$ cat src/rtl/nic_csr_pkg.sv
package nic_csr_pkg;
  // status word bit positions (decoded by host software)
  localparam int ST_RESET = 15;
  localparam int ST_ONAIR = 14;
  localparam int ST_ATTN  = 13;
  localparam int ST_IEN   = 12;
  localparam int ST_PIEN  = 11;
  localparam int ST_PERR  = 9;
  localparam int ST_CINT  = 8;
  localparam int ST_P2EN  = 5;
  localparam int ST_RAMSZ = 4;
  // parity control word bit positions
  localparam int PC_ACK   = 8;
  localparam int PC_SRC   = 7;
  localparam int PC_LANE  = 6;

  typedef struct packed {
    logic rst;
    logic onair;
    logic attn;
    logic ien;
    logic pien;
    logic p2en;
  } ctrl_t;
endpackage

$ cat src/rtl/nic_csr_ctrl.sv
module nic_csr_ctrl
  import nic_csr_pkg::*;
#(
  parameter int DATA_W = 16
) (
  input  logic              clk,
  input  logic              rst_n,
  input  logic              wr_i,
  input  logic [DATA_W-1:0] wdata_i,
  output ctrl_t             ctrl_o
);
  ctrl_t ctrl_q;

  always_ff @(posedge clk) begin
    if (!rst_n) begin
      ctrl_q <= '0;
    end else if (wr_i) begin
      ctrl_q.rst   <= wdata_i[ST_RESET];
      ctrl_q.onair <= wdata_i[ST_ONAIR];
      ctrl_q.attn  <= wdata_i[ST_ATTN];
      ctrl_q.ien   <= wdata_i[ST_IEN];
      ctrl_q.pien  <= wdata_i[ST_PIEN];
      ctrl_q.p2en  <= wdata_i[ST_P2EN];
    end
  end

  assign ctrl_o = ctrl_q;

  AST_RESET_LEVEL: assert property (@(posedge clk) disable iff (!rst_n)
    wr_i |=> ctrl_o.rst == $past(wdata_i[ST_RESET]));
  AST_ATTN_LEVEL: assert property (@(posedge clk) disable iff (!rst_n)
    wr_i |=> ctrl_o.attn == $past(wdata_i[ST_ATTN]));
  AST_CTRL_HOLD: assert property (@(posedge clk) disable iff (!rst_n)
    !wr_i |=> $stable(ctrl_o));
endmodule

$ cat src/rtl/nic_csr_parity.sv
module nic_csr_parity #(
  parameter int ADDR_W = 20
) (
  input  logic              clk,
  input  logic              rst_n,
  input  logic              err_i,
  input  logic [ADDR_W-1:0] err_addr_i,
  input  logic              err_src_i,
  input  logic              err_lane_i,
  input  logic              ack_i,
  output logic              pending_o,
  output logic [ADDR_W-1:0] cap_addr_o,
  output logic              cap_src_o,
  output logic              cap_lane_o
);
  logic              pending_q;
  logic [ADDR_W-1:0] addr_q;
  logic              src_q;
  logic              lane_q;
  logic              take;

  // an acknowledge on the same edge frees the slot for a fresh error
  assign take = err_i && (!pending_q || ack_i);

  always_ff @(posedge clk) begin
    if (!rst_n) begin
      pending_q <= 1'b0;
      addr_q    <= '0;
      src_q     <= 1'b0;
      lane_q    <= 1'b0;
    end else begin
      if (take) begin
        pending_q <= 1'b1;
        addr_q    <= err_addr_i;
        src_q     <= err_src_i;
        lane_q    <= err_lane_i;
      end else if (ack_i) begin
        pending_q <= 1'b0;
      end
    end
  end

  assign pending_o  = pending_q;
  assign cap_addr_o = addr_q;
  assign cap_src_o  = src_q;
  assign cap_lane_o = lane_q;

  AST_FIRST_CAPTURE: assert property (@(posedge clk) disable iff (!rst_n)
    (err_i && !pending_o) |=> pending_o && cap_addr_o == $past(err_addr_i));
  AST_FREEZE: assert property (@(posedge clk) disable iff (!rst_n)
    (pending_o && !ack_i) |=> pending_o && $stable(cap_addr_o) && $stable(cap_src_o)
      && $stable(cap_lane_o));
  AST_ACK_CLEARS: assert property (@(posedge clk) disable iff (!rst_n)
    (ack_i && !err_i) |=> !pending_o);
  AST_ACK_RECAPTURE: assert property (@(posedge clk) disable iff (!rst_n)
    (ack_i && err_i) |=> pending_o && cap_addr_o == $past(err_addr_i));
endmodule

$ cat src/rtl/nic_csr_irq.sv
module nic_csr_irq (
  input  logic clk,
  input  logic rst_n,
  input  logic ctl_irq_i,
  input  logic ien_i,
  input  logic pien_i,
  input  logic perr_i,
  output logic cint_o,
  output logic host_irq_o
);
  logic cint_q;

  always_ff @(posedge clk) begin
    if (!rst_n) cint_q <= 1'b0;
    else        cint_q <= ctl_irq_i;
  end

  assign cint_o     = cint_q;
  assign host_irq_o = (cint_q & ien_i) | (perr_i & pien_i);

  AST_CINT_LATENCY: assert property (@(posedge clk) disable iff (!rst_n)
    1'b1 |=> cint_o == $past(ctl_irq_i));
  AST_IRQ_MASKED: assert property (@(posedge clk) disable iff (!rst_n)
    (!ien_i && !pien_i) |-> !host_irq_o);
  AST_IRQ_PARITY: assert property (@(posedge clk) disable iff (!rst_n)
    (perr_i && pien_i) |-> host_irq_o);
endmodule

$ cat src/rtl/nic_board_csr.sv
module nic_board_csr
  import nic_csr_pkg::*;
#(
  parameter int MAP_WORDS  = 1024,
  parameter int ID_WORDS   = 32,
  parameter int ADDR_W     = 11,
  parameter int PAR_ADDR_W = 20
) (
  input  logic                  clk,
  input  logic                  rst_n,
  input  logic [ADDR_W-1:0]     host_addr_i,
  input  logic                  host_wr_i,
  input  logic [15:0]           host_wdata_i,
  output logic [15:0]           host_rdata_o,
  input  logic [3:0]            board_haddr_i,
  input  logic                  ram_256k_i,
  input  logic                  ctl_irq_i,
  input  logic                  par_err_i,
  input  logic [PAR_ADDR_W-1:0] par_err_addr_i,
  input  logic                  par_err_src_i,
  input  logic                  par_err_lane_i,
  output logic                  ctl_reset_o,
  output logic                  ctl_attn_o,
  output logic                  ctl_on_air_o,
  output logic                  p2_en_o,
  output logic                  host_irq_o
);
  localparam int DATA_W    = 16;
  localparam int HI_W      = PAR_ADDR_W - DATA_W;
  localparam int OFS_STAT  = MAP_WORDS + ID_WORDS;
  localparam int OFS_FILL  = OFS_STAT + 1;
  localparam int OFS_PCTL  = OFS_STAT + 2;
  localparam int OFS_PLOW  = OFS_STAT + 3;

  logic sel_stat, sel_pctl, sel_plow;
  assign sel_stat = host_addr_i == ADDR_W'(OFS_STAT);
  assign sel_pctl = host_addr_i == ADDR_W'(OFS_PCTL);
  assign sel_plow = host_addr_i == ADDR_W'(OFS_PLOW);

  ctrl_t                 ctrl;
  logic                  perr;
  logic [PAR_ADDR_W-1:0] cap_addr;
  logic                  cap_src, cap_lane;
  logic                  cint;
  logic                  ack;

  assign ack = host_wr_i && sel_pctl && host_wdata_i[PC_ACK];

  nic_csr_ctrl #(.DATA_W(DATA_W)) u_ctrl (
    .clk     (clk),
    .rst_n   (rst_n),
    .wr_i    (host_wr_i && sel_stat),
    .wdata_i (host_wdata_i),
    .ctrl_o  (ctrl)
  );

  nic_csr_parity #(.ADDR_W(PAR_ADDR_W)) u_par (
    .clk        (clk),
    .rst_n      (rst_n),
    .err_i      (par_err_i),
    .err_addr_i (par_err_addr_i),
    .err_src_i  (par_err_src_i),
    .err_lane_i (par_err_lane_i),
    .ack_i      (ack),
    .pending_o  (perr),
    .cap_addr_o (cap_addr),
    .cap_src_o  (cap_src),
    .cap_lane_o (cap_lane)
  );

  nic_csr_irq u_irq (
    .clk        (clk),
    .rst_n      (rst_n),
    .ctl_irq_i  (ctl_irq_i),
    .ien_i      (ctrl.ien),
    .pien_i     (ctrl.pien),
    .perr_i     (perr),
    .cint_o     (cint),
    .host_irq_o (host_irq_o)
  );

  assign ctl_reset_o  = ctrl.rst;
  assign ctl_attn_o   = ctrl.attn;
  assign ctl_on_air_o = ctrl.onair;
  assign p2_en_o      = ctrl.p2en;

  logic [DATA_W-1:0] stat_word, pctl_word;

  always_comb begin
    stat_word           = '0;
    stat_word[ST_RESET] = ctrl.rst;
    stat_word[ST_ONAIR] = ctrl.onair;
    stat_word[ST_ATTN]  = ctrl.attn;
    stat_word[ST_IEN]   = ctrl.ien;
    stat_word[ST_PIEN]  = ctrl.pien;
    stat_word[ST_PERR]  = perr;
    stat_word[ST_CINT]  = cint;
    stat_word[ST_P2EN]  = ctrl.p2en;
    stat_word[ST_RAMSZ] = ram_256k_i;
    stat_word[3:0]      = board_haddr_i;
  end

  always_comb begin
    pctl_word          = '0;
    pctl_word[PC_SRC]  = cap_src;
    pctl_word[PC_LANE] = cap_lane;
    pctl_word[HI_W-1:0] = cap_addr[PAR_ADDR_W-1:DATA_W];
  end

  always_comb begin
    if (sel_stat)      host_rdata_o = stat_word;
    else if (sel_pctl) host_rdata_o = pctl_word;
    else if (sel_plow) host_rdata_o = cap_addr[DATA_W-1:0];
    else               host_rdata_o = '0;
  end

  AST_FOREIGN_WRITE: assert property (@(posedge clk) disable iff (!rst_n)
    (host_wr_i && !sel_stat) |=> $stable(ctl_reset_o) && $stable(ctl_attn_o)
      && $stable(ctl_on_air_o) && $stable(p2_en_o));
  AST_UNMAPPED_ZERO: assert property (@(posedge clk) disable iff (!rst_n)
    host_addr_i == ADDR_W'(OFS_FILL) |-> host_rdata_o == '0);
endmodule

$ cat config.mk
export PLATFORM = sky130hd
export DESIGN_NAME = nic_board_csr
export DESIGN_NICKNAME = d
export VERILOG_FILES = /design/src/rtl/nic_csr_pkg.sv /design/src/rtl/nic_csr_ctrl.sv /design/src/rtl/nic_csr_parity.sv /design/src/rtl/nic_csr_irq.sv /design/src/rtl/nic_board_csr.sv
export SDC_FILE = /design/constraint.sdc
export NUM_CORES = 1
export LEC_CHECK = 0
export ABC_AREA = 1
export BUFFER_PORTS_ARGS = -buffer_cell sky130_fd_sc_hd__buf_2
export CAP_MARGIN = 20
export CORE_MARGIN = 10
export CORE_UTILIZATION = 32
export CTS_CLUSTER_SIZE = 20
export DETAILED_ROUTE_END_ITERATION = 6
export PLACE_DENSITY = 0.55
export SYNTH_ARGS = -nofsm -noshare
export SYNTH_HDL_FRONTEND = slang
export SYNTH_HIERARCHICAL = 1
export SYNTH_SLANG_ARGS = --single-unit
$ cat constraint.sdc
create_clock -name clk -period 1.4 [get_ports clk]
set_input_delay 0.07 -clock clk [delete_from_list [all_inputs] [get_ports clk]]
set_output_delay 0.07 -clock clk [all_outputs]
set_load 0.01 [all_outputs]
==> impl_metrics.env, run 1 <==
export IMPL_p_int_mw=1.44
export IMPL_layout_commonest_cell="buf_2"
export IMPL_cp_arrival_ns=1.16
export IMPL_drt_iter0_drc=114
export IMPL_ctsResizeCount=0
export IMPL_rsz0062_at_grt="no"
export IMPL_dp_hpwl_microns=3660
export IMPL_grt_pass1_wl_microns=7930
export IMPL_io_buffers=70
export IMPL_grt_overflow=0
export IMPL_ant_nets=0
export IMPL_die_area_sq_mm=0.00917
export IMPL_start_util_pct=33.1
export IMPL_coreArea_sq_mm=0.00554
export IMPL_whs_ns=0.0784
export IMPL_rr_worst_depth=4
export IMPL_pwr_share_clk_pct=34.9
export IMPL_max_cap_violations=0
export IMPL_crit_fanout=24
export IMPL_seqPwrFrac_pct=48.1
export IMPL_avgSynthCellArea_sq_um=6.87
export IMPL_hp_class="in2reg"
export IMPL_grt_antenna_before_repair=0
export IMPL_finalCriticalPeriod_ns=1.23
export IMPL_diodes=0
export IMPL_clk_latency_ns=0.27
export IMPL_drive_gt1_share_pct=33.3
export IMPL_clock_sinks=30
export IMPL_relSlewSlack_pct=62.3
export IMPL_timing_rr_end="u_par/cap_addr_o[18]"
export IMPL_p_switching_mw=0.506
export IMPL_final_hold_viol_count=0
export IMPL_place_gp_congestion=0.796
export IMPL_fin_crit_sh_pct=87.8
export IMPL_area_delta_synth_final_pct=28.2
export IMPL_final_setup_tns_ns=0
export IMPL_fp_dieH_microns=95.7
export IMPL_p_comb_share_pct=17.0
export IMPL_max_clock_freq_mhz=813
export IMPL_fp_row_count=27
export IMPL_swShare_pct=26.0
export IMPL_cp_startpoint="host_addr_i[7]"
export IMPL_wire_per_inst_microns=11.6
export IMPL_cts_made_buffers=5
export IMPL_powerDensity_mw_per_mm2=826
export IMPL_fin_nets=402
export IMPL_grt_total_usage_pct=10.7
export IMPL_start_kind="primary input"
export IMPL_crit_path_end="host_rdata_o[3]"
export IMPL_slew_viol_final=0
export IMPL_wl_microns=4820
export IMPL_drtPass1Iterations=4
export IMPL_clkTransAtPathRegs_ns=0.06
export IMPL_drc=0
export IMPL_leakage_nw=1.30
export IMPL_fin_skew_ns=0.00182
export IMPL_regToRegSetupSlack_ns=0.43
export IMPL_yosys_warnings=6
export IMPL_tightest_slew_ns=0.566
export IMPL_final_setup_viol_count=0
export IMPL_grt_pass1_vias=1707
export IMPL_cts_root_buf="clkbuf_8"
export IMPL_path_class="in2out"
export IMPL_cp_required_ns=1.33
export IMPL_mostFrequentLayoutCells="70 x buf_2, 50 x nand2_1, 41 x nand3_1, 37 x nor2_1, 36 x inv_1"
export IMPL_htree_num_levels=2
export IMPL_synthCells=267
export IMPL_synth_area_sq_mm=0.00184
export IMPL_status="completed"
export IMPL_vdd_drop_max_v=0.000330
export IMPL_syn_nets=326
export IMPL_via_per_inst=4.35
export IMPL_rr_startpoint="u_par/pending_o"
export IMPL_cts_tree="yes"
export IMPL_io_pins=80
export IMPL_cp_end_kind="output port"
export IMPL_cts_buffer_depth=2
export IMPL_dieWidth_microns=95.7
export IMPL_synth_seq_cells=30
export IMPL_vias=1801
export IMPL_synth_seq_area_share_pct=32.7
export IMPL_yosysUniqueCellTypes=21
export IMPL_grt_start_max_net_pins=46
## synth_stat cells, drive strengths merged
| master | count | area (sq um) |
|---|---|---|
| a21boi | 1 | 7.51 |
| a21oi | 26 | 130 |
| buf | 12 | 128 |
| clkbuf | 2 | 27.5 |
| dfxtp | 30 | 601 |
| inv | 38 | 143 |
| nand2 | 57 | 251 |
| nand3 | 41 | 205 |
| nor2 | 47 | 234 |
| nor3 | 1 | 16.3 |
| o211ai | 4 | 30.0 |
| o21ai | 8 | 62.6 |
## critical path, stage by stage
cell	delay (ns)
buf_2	0.10
nor2_2	0.11
nand2_2	0.09
nor2_8	0.13
buf_12	0.17
nand2_4	0.06
buf_4	0.14
nor2_1	0.09
a21oi_1	0.05
buf_2	0.14
## per-layer routing
| metal | part of all wire, % | track usage (%) | vias to the layer above |
|---|---|---|---|
| li1 | - | - | 989 |
| met1 | 45 | 12.7 | 759 |
| met2 | 44 | 16.8 | 46 |
| met3 | 9.8 | 4.36 | 7 |
| met4 | 1.6 | 4.18 | 0 |
| met5 | 0 | 0 | - |
## flip-flops by register name (all words and copies together) (netlist names)
signal	flops
u_ctrl/ctrl_o	6
u_par/pending_o	1
u_par/cap_lane_o	1
u_par/cap_addr_o	20
u_irq/cint_o	1
u_par/cap_src_o	1
## worst min-delay path by stage
stage,start,end,slack [ns],cells after the start
after floorplan,ctl_irq_i,u_irq/cint_o,0.16,2
after global placement,ctl_irq_i,u_irq/cint_o,0.25,3
after detailed placement,ctl_irq_i,u_irq/cint_o,0.26,3
after CTS,host_wdata_i[5],u_ctrl/ctrl_o[0],0.08,5
after global routing,host_wdata_i[13],u_ctrl/ctrl_o[3],0.11,5
final,host_wdata_i[5],u_ctrl/ctrl_o[0],0.08,5
## through the flow
step	power, mW	setup slack, ns	area (sq um)	utilization [%]	instances
finish	1.95	0.170	2350	42.5	414
global route	2.06	0.0126	2350	42.5	414
floorplan	1.17	0.173	1840	-	267
global placement	1.28	0.0683	2260	40.8	407
detailed placement	1.29	0.0374	2260	40.8	407
CTS	1.97	0.136	2350	42.5	414
## what timing repair did
action                                  CTS  global route
hold buffers                              1             0
hold endpoints to repair                  1             0
setup buffers                             0             0
endpoints found under the setup margin    0             0
## power groups by stage
stage                     registers, mW  logic, mW  clock network (mW)
after floorplan                   0.947      0.222                   0
after global placement            0.954      0.327                   0
after detailed placement          0.954      0.332                   0
after CTS                         0.936      0.334               0.699
after global routing              0.944      0.377               0.740
final                             0.936      0.330               0.679
## cells by family after synthesis
group	after synthesis	synth area share, %
buffers and inverters	52	16.2
AND/OR/NAND/NOR	146	38.5
AO/OA/AOI/OAI	39	12.5
flip-flops	30	32.7
## cell type report
| class | count | area [sq um] |
|---|---|---|
| Clock buffer | 6 | 82.6 |
| Fill cell | 632 | 3190 |
| Inverter | 38 | 143 |
| Multi-Input combinational cell | 185 | 937 |
| Sequential cell | 30 | 601 |
| Tap cell | 72 | 90.1 |
| Timing Repair Buffer | 83 | 500 |
Power figures use the tool's default switching activity.
==> run 2: changes to the inputs <==
Clock period 1.4 ns to 1.3 ns, I/O delays scaled along.
==> run 2 against run 1 <==
  * Critical path depth is the same
  * Count of clock-buffer cells in the layout stayed put
  * Sequential cell count is the same
  * Sequential power increased by 8%
  * Combinational power up 9.7%
  * Largest cell class unchanged
  * Clock power grew 5.7%
  * Power up 7.4%
  * Final cell count up 0.48%
  * Clock skew increased by 0.0024 ns
==> impl_metrics.env, run 2 (synthesized netlist as in run 1, its figures left out) <==
export IMPL_final_core_util_pct=43.0
export IMPL_cts_buffer_depth=2
export IMPL_slew_viol_final=0
export IMPL_vias=1838
export IMPL_relSlewSlack_pct=62.5
export IMPL_start_util_pct=33.1
export IMPL_diodes=0
export IMPL_fillers=630
export IMPL_powerDensity_mw_per_mm2=876
export IMPL_dp_hpwl_microns=3810
export IMPL_cp_required_ns=1.24
export IMPL_grt_pass1_wl_microns=8150
export IMPL_via_per_inst=4.42
export IMPL_max_cap_violations=0
export IMPL_largest_reg_flops=20
export IMPL_grt_start_max_net_pins=34
export IMPL_mostFrequentLayoutCells="70 x buf_2, 50 x nand2_1, 41 x nand3_1, 36 x inv_1, 36 x nor2_1"
export IMPL_coreArea_sq_mm=0.00554
export IMPL_total_power_mw=2.09
export IMPL_tightest_slew_ns=0.563
export IMPL_cp_end_kind="output port"
export IMPL_place_gp_congestion=0.780
export IMPL_layout_commonest_cell="buf_2"
export IMPL_die_area_sq_mm=0.00917
export IMPL_multiInputGateArea_sq_um=940
export IMPL_path_class="in2out"
export IMPL_dpl_worst_slack_ns=-0.0464
export IMPL_clock_sinks=30
export IMPL_hp_class="in2reg"
export IMPL_fp_row_count=27
export IMPL_clk_latency_ns=0.27
export IMPL_status="completed"
export IMPL_start_kind="primary input"
export IMPL_finalCriticalPeriod_ns=1.21
export IMPL_whs_ns=0.0818
export IMPL_grt_overflow=0
export IMPL_drtPass1Iterations=4
export IMPL_worst_slack_ns=0.0869
export IMPL_cts_root_buf="clkbuf_8"
export IMPL_final_hold_viol_count=0
export IMPL_drc=0
export IMPL_fin_crit_sh_pct=93.3
export IMPL_fin_skew_ns=0.00427
export IMPL_io_buffers=70
export IMPL_regArea_sq_um=601
export IMPL_dieWidth_microns=95.7
export IMPL_drive_gt1_share_pct=34.0
export IMPL_leakage_nw=1.31
export IMPL_cp_arrival_ns=1.15
export IMPL_fin_nets=404
export IMPL_final_setup_viol_count=0
export IMPL_htree_num_levels=2
export IMPL_crit_fanout=12
export IMPL_wl_microns=4980
export IMPL_max_clock_freq_mhz=824
export IMPL_grt_antenna_before_repair=0
export IMPL_area_delta_synth_final_pct=29.9
export IMPL_dp_cells=409
export IMPL_clkTransAtPathRegs_ns=0.06
export IMPL_vdd_drop_max_v=0.000400
export IMPL_rsz0062_at_grt="yes"
export IMPL_ant_nets=0
export IMPL_drt_iter0_drc=83
export IMPL_layout_cells_non_filler=416
export IMPL_cts_tree="yes"
export IMPL_grt_pass1_vias=1744
export IMPL_wire_per_inst_microns=12.0
export IMPL_grt_total_usage_pct=11.0
export IMPL_cts_setup_buffers=0
export IMPL_fp_dieH_microns=95.7
export IMPL_io_pins=80
export IMPL_cts_made_buffers=5
run 2: what timing repair did:
| item | in CTS | in global routing |
|---|---|---|
| gates resized for setup | 2 | 5 |
| endpoints found under the setup margin | 7 | 11 |
| hold endpoints to repair | 1 | 0 |
| pin swaps | 0 | 0 |
| hold buffers | 1 | 0 |
run 2: layout make-up:
type | count | area share, %
multi-input combinational | 185 | 39.4
sequential | 30 | 25.2
timing repair buffer | 85 | 22.2
inverter | 38 | 5.98
tap | 72 | 3.78
clock buffer | 6 | 3.46
run 2: final timing paths:
kind         depth (start not counted)                 from             endpoint  slack (ns)
max                                 10       host_addr_i[7]      host_rdata_o[1]        0.09
min                                  5     host_wdata_i[12]     u_ctrl/ctrl_o[2]        0.08
max reg2reg                          4      u_par/pending_o  u_par/cap_addr_o[2]        0.32
min reg2reg                          2  u_par/cap_addr_o[3]  u_par/cap_addr_o[3]        0.48
run 2: report_power, final:
group	total (mW)	internal (mW)	switching, mW
clock network	0.718	0.407	0.311
registers	1.01	0.978	0.0315
logic	0.362	0.168	0.194
run 2: worst max-delay path, cell delays in order:
cell and delay (ns):
buf_2 0.10, nor2_2 0.11, nand2_2 0.09, nor2_8 0.13, buf_12 0.14, nand2_4 0.05
buf_4 0.15, nor2_1 0.10, a21oi_1 0.06, buf_2 0.15
run 2: metal layers:
layer | up-vias | wire, microns | global-route usage, %
met5 | - | 0 | 0
met4 | 0 | 65 | 3.69
met3 | 4 | 501 | 4.20
met2 | 50 | 2230 | 17.1
met1 | 792 | 2180 | 13.7
li1 | 992 | - | -
run 2: per-stage QoR:
step	cell area, sq um	TNS, ns
floorplan	1840	0
global placement	2260	-0.227
detailed placement	2260	-0.501
CTS	2360	0
global route	2380	-0.00670
finish	2380	0
==> run 3: changes to the inputs <==
Settings changed: ABC_AREA 1 to default, CAP_MARGIN 20 to 10, PLACE_DENSITY 0.55 to 0.57, RECOVER_POWER from default to 100.
==> run 3 against run 2 <==
  * Synthesized area fell by 15%
  * Maximum frequency decreased by 3.7%
  * Highest routed layer unchanged
  * Critical path depth decreased by 6
  * Largest cell class unchanged
  * Largest power group unchanged
==> impl_metrics.env, run 3 <==
export IMPL_status="completed"
export IMPL_yosysUniqueCellTypes=20
export IMPL_via_per_inst=4.48
export IMPL_slew_viol_final=0
export IMPL_dpl_worst_slack_ns=-0.172
export IMPL_synth_most_common_cell="nand2_1"
export IMPL_drive_gt1_share_pct=39.1
export IMPL_coreArea_sq_mm=0.00472
export IMPL_clk_latency_ns=0.28
export IMPL_cts_buffer_depth=2
export IMPL_tightest_slew_ns=0.264
export IMPL_synth_enable_flop_cells=0
export IMPL_hold_path_end="u_par/pending_o"
export IMPL_worst_slack_ns=0.0400
export IMPL_final_core_util_pct=45.2
export IMPL_dp_hpwl_microns=3390
export IMPL_cp_buffers_inverters=1
export IMPL_vias=1432
export IMPL_synthTopCellsByCount="49 x nand2_1, 30 x dfxtp_1, 30 x mux2i_1"
export IMPL_hp_start="par_err_i"
export IMPL_clkTransAtPathRegs_ns=0.07
export IMPL_wire_per_inst_microns=13.8
export IMPL_synth_top_area_share_pct=38.4
export IMPL_start_kind="flop"
export IMPL_drt_iter0_drc=82
export IMPL_cp_required_ns=1.24
export IMPL_grt_total_usage_pct=10.8
export IMPL_finalCriticalPeriod_ns=1.26
export IMPL_final_setup_viol_count=0
export IMPL_avgSynthCellArea_sq_um=9.00
export IMPL_die_area_sq_mm=0.00809
export IMPL_syn_nets=233
export IMPL_fillers=480
export IMPL_crit_fanout=2
export IMPL_path_class="reg2out"
export IMPL_grt_pass1_wl_microns=7320
export IMPL_timing_rr_end="u_par/cap_addr_o[8]"
export IMPL_dp_cells=310
export IMPL_path_depth=4
export IMPL_yosys_warnings=6
export IMPL_grt_start_max_net_pins=53
export IMPL_rr_worst_depth=4
export IMPL_vdd_drop_max_v=0.000337
export IMPL_fin_crit_sh_pct=96.9
export IMPL_cts_made_buffers=5
export IMPL_final_hold_viol_count=0
export IMPL_grt_antenna_before_repair=0
export IMPL_synth_seq_cells=30
export IMPL_area_delta_synth_final_pct=36.5
export IMPL_drc=0
export IMPL_wl_microns=4420
export IMPL_fin_skew_ns=0.00591
export IMPL_rsz0062_at_grt="yes"
export IMPL_dieWidth_microns=89.9
export IMPL_placed_area_sq_mm=0.00202
export IMPL_leakage_nw=0.925
export IMPL_htree_num_levels=2
export IMPL_regToRegSetupSlack_ns=0.15
export IMPL_largest_reg_flops=20
export IMPL_max_cap_violations=0
export IMPL_drtPass1Iterations=4
export IMPL_grt_overflow=0
export IMPL_clock_sinks=30
export IMPL_critPathMaxStageDelay_ns=0.32
export IMPL_max_clock_freq_mhz=794
export IMPL_slowest_stage="dfxtp_2"
export IMPL_hp_class="in2reg"
export IMPL_final_setup_tns_ns=0
export IMPL_io_buffers=70
export IMPL_ys_top_cells_by_area="dfxtp_1 38%, mux2i_1 19%, nand2_1 12%, a22oi_1 6.2%, nor2_1 3.8%"
export IMPL_start_util_pct=33.1
export IMPL_cts_root_buf="clkbuf_8"
export IMPL_powerDensity_mw_per_mm2=966
export IMPL_design_area_sq_mm=0.00214
export IMPL_synthCells=174
export IMPL_diodes=0
export IMPL_fin_nets=311
export IMPL_rr_startpoint="u_par/pending_o"
export IMPL_ant_nets=0
export IMPL_grt_pass1_vias=1510
export IMPL_layout_commonest_cell="buf_2"
export IMPL_fp_dieH_microns=89.9
export IMPL_fp_row_count=25
export IMPL_cp_arrival_ns=1.20
export IMPL_synth_seq_area_share_pct=38.4
export IMPL_worstPathCellList="mux2_2, a22oi_2, nor2_1, buf_2"
export IMPL_cp_end_kind="output port"
export IMPL_relSlewSlack_pct=82.3
export IMPL_ys_async_sr_fraction_pct=0
export IMPL_synth_area_sq_mm=0.00157
export IMPL_cts_tree="yes"
export IMPL_critPathTopFamily="flip-flops"
export IMPL_place_gp_congestion=0.737
export IMPL_synthFlopType="dfxtp_1"
export IMPL_io_pins=80
export IMPL_layout_cells_non_filler=320
export IMPL_mostFrequentLayoutCells="64 x buf_2, 49 x nand2_1, 30 x mux2i_1, 29 x dfxtp_1, 16 x nor2_1"
export IMPL_yosysTopAreaCell="dfxtp_1"
export IMPL_hold_path_depth=2
run 3: area by class of cell:
type / count / area [sq um] / area share, %
Clock buffer: 6 / 82.6 / 3.87
Tap cell: 67 / 83.8 / 3.93
Multi-Input combinational cell: 131 / 878 / 41.1
Sequential cell: 30 / 602 / 28.2
Clock inverter: 2 / 12.5 / 0.586
Timing Repair Buffer: 84 / 477 / 22.3
run 3: cells by family (layout without fill, tap and decap cells):
family	count (synthesis)	count (layout)	synth area share, %
buffers and inverters	13	92	7.67
muxes	34	34	22.1
AOI/OAI and AO/OA	15	15	7.27
and+or+nand+nor	82	82	24.6
DFF	30	30	38.4
run 3: power by group:
part	internal [mW]	total (mW)	switching [mW]
logic	0.160	0.292	0.132
registers	0.967	0.990	0.0226
clock network	0.425	0.781	0.356
run 3: routing by layer:
metal | wire length, microns | vias up | share of wire (%) | GRT usage (%)
li1 | - | 742 | - | -
met1 | 2030 | 648 | 46 | 12.4
met2 | 2120 | 36 | 48 | 18.2
met3 | 213 | 6 | 4.8 | 3.66
met4 | 61 | 0 | 1.4 | 3.98
met5 | 0 | - | 0 | 0
run 3: timing repair:
action                     CTS  global route
gates resized for setup      0             5
hold buffers                 1             0
buffers inserted             0             1
hold endpoints to repair     1             0
setup endpoints to repair    0            13
run 3: worst max path at each step:
stage / start / end / slack [ns]
2_1_floorplan: host_addr_i[6] / u_par/cap_addr_o[0] / 0.006
3_3_place_gp: host_addr_i[6] / u_par/cap_addr_o[8] / -0.13
3_5_place_dp: host_addr_i[6] / u_par/cap_addr_o[1] / -0.17
4_1_cts: u_par/cap_addr_o[19] / host_rdata_o[3] / 0.02
5_1_grt: host_addr_i[3] / host_rdata_o[9] / -0.03
6_report: u_par/cap_addr_o[19] / host_rdata_o[3] / 0.04
run 3: worst register-to-register path, cell delays in order (launching register included):
cell and delay, ns:
dfxtp_1 0.34, nor2b_4 0.14, nor2b_2 0.18, buf_12 0.21
mux2i_1 0.22
run 3: metrics by stage:
step                      power [mW]  hold WS [ns]
final                           2.06        0.0100
after global routing            2.16        0.0100
after CTS                       2.08       0.00689
after detailed placement        1.30         0.276
after global placement          1.29         0.280
after floorplan                 1.18         0.187
